[config.mk]
export PLATFORM = sky130hd
export DESIGN_NAME = odpin_pair_reg
export DESIGN_NICKNAME = d
export VERILOG_FILES = /design/src/rtl/odpin_pkg.sv /design/src/rtl/odpin_in_sync.sv /design/src/rtl/odpin_lane.sv /design/src/rtl/odpin_pair_reg.sv
export SDC_FILE = /design/constraint.sdc
export NUM_CORES = 1
export LEC_CHECK = 0
export BUFFER_PORTS_ARGS = -buffer_cell sky130_fd_sc_hd__buf_2
export CORE_MARGIN = 3
export CORE_UTILIZATION = 35
export CTS_BUF_LIST = sky130_fd_sc_hd__clkbuf_8
export DETAILED_ROUTE_END_ITERATION = 16
export GPL_TIMING_DRIVEN = 0
export HOLD_SLACK_MARGIN = 0.03
export PLACE_DENSITY = 0.74
export SYNTH_ARGS = -nofsm -noshare
export SYNTH_HDL_FRONTEND = slang
export SYNTH_SLANG_ARGS = --single-unit
export TNS_END_PERCENT = 20
[constraint.sdc]
create_clock -name clk -period 2.1 [get_ports clk]
set_input_delay 0.21 -clock clk [delete_from_list [all_inputs] [get_ports clk]]
set_output_delay 0.21 -clock clk [all_outputs]
set_load 0.02 [all_outputs]
[src/rtl/odpin_pkg.sv]
package odpin_pkg;
    localparam int unsigned LANE_W   = 8;
    localparam int unsigned B_DIR    = 0;
    localparam int unsigned B_DIR_M  = 1;
    localparam int unsigned B_VAL    = 2;
    localparam int unsigned B_VAL_M  = 3;
    localparam int unsigned B_IN     = 4;
    localparam int unsigned B_PUD    = 5;

    typedef struct packed {
        logic dir;
        logic val;
        logic pud;
    } lane_state_t;
endpackage

[src/rtl/odpin_in_sync.sv]
module odpin_in_sync (
    input  logic clk,
    input  logic rst_n,
    input  logic pad_lvl,
    output logic sync_lvl
);
    typedef struct packed {
        logic s1;
        logic s2;
        logic [1:0] age;
    } sync_t;

    sync_t st_d, st_q;

    always_comb begin
        st_d    = st_q;
        st_d.s1 = pad_lvl;
        st_d.s2 = st_q.s1;
        if (st_q.age != 2'd2) st_d.age = st_q.age + 2'd1;
    end

    always_ff @(posedge clk or negedge rst_n) begin
        if (!rst_n) st_q <= '0;
        else        st_q <= st_d;
    end

    assign sync_lvl = st_q.s2;

    a_r7_two_flop: assert property (@(posedge clk) disable iff (!rst_n)
        (st_q.age == 2'd2) |-> (sync_lvl == $past(pad_lvl, 2)));
endmodule

[src/rtl/odpin_lane.sv]
module odpin_lane
    import odpin_pkg::*;
(
    input  logic              clk,
    input  logic              rst_n,
    input  logic              wr_en,
    input  logic [LANE_W-1:0] lane_wdata,
    input  logic              in_lvl,
    output logic [LANE_W-1:0] lane_rdata,
    output logic              oe,
    output logic              out_val
);
    lane_state_t st_d, st_q;

    always_comb begin
        st_d = st_q;
        if (wr_en) begin
            if (lane_wdata[B_DIR_M]) st_d.dir = lane_wdata[B_DIR];
            if (lane_wdata[B_VAL_M]) st_d.val = lane_wdata[B_VAL];
            st_d.pud = lane_wdata[B_PUD];
        end
    end

    always_ff @(posedge clk or negedge rst_n) begin
        if (!rst_n) st_q <= '0;
        else        st_q <= st_d;
    end

    always_comb begin
        lane_rdata        = '0;
        lane_rdata[B_DIR] = st_q.dir;
        lane_rdata[B_VAL] = st_q.val;
        lane_rdata[B_IN]  = in_lvl;
        lane_rdata[B_PUD] = st_q.pud;
    end

    assign oe      = st_q.dir;
    assign out_val = st_q.val;

    a_r2_dir_hold: assert property (@(posedge clk) disable iff (!rst_n)
        !(wr_en && lane_wdata[B_DIR_M]) |=> $stable(oe));
    a_r2_dir_load: assert property (@(posedge clk) disable iff (!rst_n)
        (wr_en && lane_wdata[B_DIR_M]) |=> (oe == $past(lane_wdata[B_DIR])));
    a_r3_val_hold: assert property (@(posedge clk) disable iff (!rst_n)
        !(wr_en && lane_wdata[B_VAL_M]) |=> $stable(out_val));
    a_r4_pud_load: assert property (@(posedge clk) disable iff (!rst_n)
        wr_en |=> (lane_rdata[B_PUD] == $past(lane_wdata[B_PUD])));
endmodule

[src/rtl/odpin_pair_reg.sv]
module odpin_pair_reg
    import odpin_pkg::*;
#(
    parameter int unsigned NUM_PINS = 2,
    localparam int unsigned WORD_W = NUM_PINS * LANE_W
) (
    input  logic              clk,
    input  logic              rst_n,
    input  logic              wr_en,
    input  logic [WORD_W-1:0] wr_data,
    output logic [WORD_W-1:0] rd_data,
    input  logic [NUM_PINS-1:0] pad_in,
    output logic [NUM_PINS-1:0] pad_oe,
    output logic [NUM_PINS-1:0] pad_out
);
    for (genvar i = 0; i < NUM_PINS; i++) begin : g_pin
        logic in_lvl;

        odpin_in_sync u_sync (
            .clk      (clk),
            .rst_n    (rst_n),
            .pad_lvl  (pad_in[i]),
            .sync_lvl (in_lvl)
        );

        odpin_lane u_lane (
            .clk        (clk),
            .rst_n      (rst_n),
            .wr_en      (wr_en),
            .lane_wdata (wr_data[i*LANE_W +: LANE_W]),
            .in_lvl     (in_lvl),
            .lane_rdata (rd_data[i*LANE_W +: LANE_W]),
            .oe         (pad_oe[i]),
            .out_val    (pad_out[i])
        );

        a_r5_masks_zero: assert property (@(posedge clk) disable iff (!rst_n)
            (rd_data[i*LANE_W + B_DIR_M] == 1'b0) && (rd_data[i*LANE_W + B_VAL_M] == 1'b0));
    end
endmodule

-- Word-level counts from Yosys, hierarchy flattened
Cells that the tools add are included.
- register bits after elaboration: 10
- bits of input ports: 21
- logic and storage cells: 14
- reduce and logical (&&, ||, !) cells: 4
- operators with widths (operator ; count):
    $reduce_and 2->1 ; 4

-- Longest topological paths before layout
- word-level depth: 1
- depth in mapped cells: 2
- depth with buffers taken out: 2

-- Cells and area by module
From an unflattened synthesis, not the netlist that was laid out.
- cells, all modules: 36
- area, all modules: 460.4 um^2
- by module, submodules not included (module ; times used ; cells each ; area an instance (um^2)):
    odpin_lane ; 2 ; 16 ; 180.2
    odpin_in_sync ; 2 ; 2 ; 50.0

-- Worst setup path before layout
No wires, ideal clock.
- path type: reg2reg
- start point: register, netlist name g_pin[0].u_lane.lane_rdata[5]
- end point: register g_pin[0].u_lane.st_q, in the netlist g_pin[0].u_lane.lane_rdata[5]
- setup time: 125 ps
- arrival: 701 ps
- required time: 1975 ps
- setup slack: 1274 ps
- cell stages (with the launch flop): 2
- cell sequence: dfrtp_1 -> mux2_2
- RTL lines (what ; RTL line ; RTL):
    to (signal assigned) ; odpin_lane.sv:26 ; else st_q <= st_d;
    to (decl) ; odpin_lane.sv:13 ; lane_state_t st_d, st_q;

-- Worst setup path in the final report
- start point: register g_pin[0].u_lane.st_q, in the netlist g_pin[0].u_lane.oe
- end point: output port rd_data[0]
- RTL lines (what ; RTL line ; RTL):
    to (decl) ; odpin_pair_reg.sv:11 ; output logic [WORD_W-1:0] rd_data,
No word-level cell between the ends.

==> results summary <==
The run finished with clean final reports. The sum of net half-perimeters after detailed placement came out at around 680 um. The post-synthesis register bit count came out at 10.

After routing, the total negative slack on setup checks comes to 0 ns. The most common library cell in the layout ignoring fill and taps is sky130_fd_sc_hd__buf_2. The met2 usage came out at 0.159.

The via count of the first global-routing pass came out at roughly 340. The area added between synthesis and finish is 49.1%. The post-synthesis average cell area came out at 12.5 um2. The share of the synthesized area in the top cell type is 0.514. The post-route clock skew is 0.000189 ns. The setup violation total in the final timing report came out at 0. The fraction of layout instances using a drive strength above 1 came out at 0.701. The number of cells after detailed placement came out at between 80 and 90. The wire length of the first global-routing pass came out at 1360 um.

The routing usage on met3 came out at 0.0212. Setup repair after global routing left no endpoint under its margin. The maximum fanout along the worst path came out at 3.

TritonCTS created 3 clock buffers. The number of vias in the routed layout is 352. The clock net sink count is 10. The clock input transition at the sequential cells of the worst setup and hold paths came out at 0.05 ns. The remaining antenna violation count came out at 0. The footprint of the flip-flops and latches is 250 um2. The tree is rooted in a sky130_fd_sc_hd__clkbuf_8. The worst hold path belongs to the class input port to flop. The layout has 115 filler cells.

The number of buffer cells added on primary ports came out at 26. Walking the worst path, the cells encountered are buf_4 > buf_2. The total of cells resized after clock tree synthesis came out at 0. The warning count from the yosys run came out at 0. The TritonCTS clock tree is built. After floorplanning, the core was divided into 12 placement rows. The final standard cell count with taps included and fillers excluded came out at 91.

The number of H-tree levels is 1. Summed over all instances, the cell type with the most area after synthesis is sky130_fd_sc_hd__dfrtp_1. The number of primary I/O pins is roughly 40. Dividing the detail-routed via count by the number of cells gives 3.87.

Ranked by total cell area, the synthesized netlist is headed by sky130_fd_sc_hd__dfrtp_1 (51%), sky130_fd_sc_hd__buf_4 (28%), sky130_fd_sc_hd__mux2_4 (12%). STA classifies the critical path startpoint as a flop. The horizontal extent of the die came out at about 43 um. The top cell types in the final layout, fill and taps aside, are sky130_fd_sc_hd__buf_2 (26), sky130_fd_sc_hd__buf_4 (18), sky130_fd_sc_hd__dfrtp_1 (10). The number of iterations in the first detailed-routing pass came out at 1. By startpoint and endpoint, the worst setup path is classified as flop to primary output. The initial DRC count is 0. The ratio of total power to cell area is 863 nW/um2.

The total count of max-transition violations in the final report was 0. After global routing, the most crowded layer is met2. The final net count came out at 99. The count of unique library cells instantiated by Yosys came out at 6. The met1 track demand over resource came out at 0.113. The die area came out at ~1900 um2. The clock passes through at most 2 buffers.

The initial antenna violation count is 0. STA classifies the critical path endpoint as a primary output. The die outline height came out at 43.3 um.

STA puts the critical path data arrival time at 0.91 ns. The standby leakage power is 0.000423 uW. The final layout contains routed wiring with a total length of 850 um. The max capacitance violation total came out at 0. The routed length per instance came out at 9.34 um. The number of hold buffers added after CTS was 1. The global routing usage summed across all routing layers is 0.104. The data required time of the critical path is 1.89 ns.

The largest vdd supply drop came out at 488 uV. The clock latency on the worst-skew pair came out at 0.23 ns. The number of buffer and inverter stages on the critical path came out at 2. The worst stage delay on the critical path came out at 0.39 ns.

The initial utilization of the core area, before any placement, comes to 0.405. In the finished design, the share of the clock period the worst path needs comes to 0.533. On the critical path, the stage with the largest delay is an instance of sky130_fd_sc_hd__dfrtp_1. In the routed design, unresolved DRC markers number 0. The final weighted congestion in routability-driven placement is approximately 0.58. The remaining global-route overflow is 0. In the final layout, the multi-input gates occupy 128 um2. The synthesized area came out at between 400 and 500 um2. The slack of the worst reg-to-reg path came out at 1.33 ns.

The number of buffers inserted to repair setup after CTS came out at 0. The largest net degree at the start of global routing came out at 11. 0 antenna diodes ended up in the layout. The minimum clock period is between 1 and 1.5 ns. The kind of cell with the highest combined delay along the critical path is flip-flops. The final hold violation count came to 0. The sequential fraction of the synthesis area came out at 0.514. The post-synthesis cell count came out at 39.

The area of the core region is 1200 um2. The fmax came out at 894 MHz.
area by class of cell:
class                           instances  share of cell area
Timing Repair Buffer                   27               0.193
Buffer                                 18               0.186
Clock buffer                            4              0.0759
Sequential cell                        10               0.345
Multi-Input combinational cell         18               0.176
Tap cell                               14              0.0241
report_power, final:
| group | switching (uW) | internal [uW] | total (uW) |
|---|---|---|---|
| combinational | 80.1 | 87.9 | 168 |
| sequential | 12.2 | 213 | 225 |
| clock | 69.4 | 164 | 234 |
per-stage QoR:
stage	utilization	area, um2	hold slack (ns)	power, uW	setup WS (ns)
6_report	0.604	726	0.0873	626	0.982
5_1_grt	0.604	726	0.0748	667	0.946
4_1_cts	0.604	726	0.0803	636	0.976
3_5_place_dp	0.550	661	0.0817	396	1.23
3_3_place_gp	0.550	661	0.0751	391	1.24
2_1_floorplan	-	513	-0.0856	347	1.27
flip-flops by register name, summed over array words and instances (netlist names):
| register | count |
|---|---|
| g_pin.u_lane.out_val | 2 |
| g_pin.u_sync.st_d | 2 |
| g_pin.u_lane.lane_rdata | 2 |
| g_pin.u_sync.sync_lvl | 2 |
| g_pin.u_lane.oe | 2 |
cell families after synthesis:
| family | count (synthesis) | synth area share |
|---|---|---|
| multiplexers | 6 | 0.170 |
| AND/OR/NAND/NOR | 4 | 0.0308 |
| flip-flops | 10 | 0.514 |
| buffers and inverters | 18 | 0.278 |
| other | 1 | 0.00770 |
synth_stat cells:
master	instances
sky130_fd_sc_hd__dfrtp_1	10
sky130_fd_sc_hd__nand2_1	4
sky130_fd_sc_hd__conb_1	1
sky130_fd_sc_hd__mux2_2	2
sky130_fd_sc_hd__mux2_4	4
sky130_fd_sc_hd__buf_4	18
path summary, 6_finish.rpt:
path / from / endpoint / depth (start not counted)
worst min-delay path: pad_in[0] / g_pin[0].u_sync.st_d[2] / 1
worst min register to register: g_pin[0].u_sync.st_d[2] / g_pin[0].u_sync.sync_lvl / 0
worst max-delay path: g_pin[0].u_lane.oe / rd_data[0] / 2
max in group asynchronous: rst_n / g_pin[1].u_lane.oe / 2
min in group asynchronous: rst_n / g_pin[0].u_lane.oe / 2
worst max register to register: g_pin[0].u_lane.oe / g_pin[0].u_lane.oe / 1
layer usage:
layer,vias to the layer above,part of all wire
li1,172,-
met1,151,0.35
met2,27,0.47
met3,2,0.16
met4,0,0.021
met5,-,0
(Power assumes the default switching activity.)
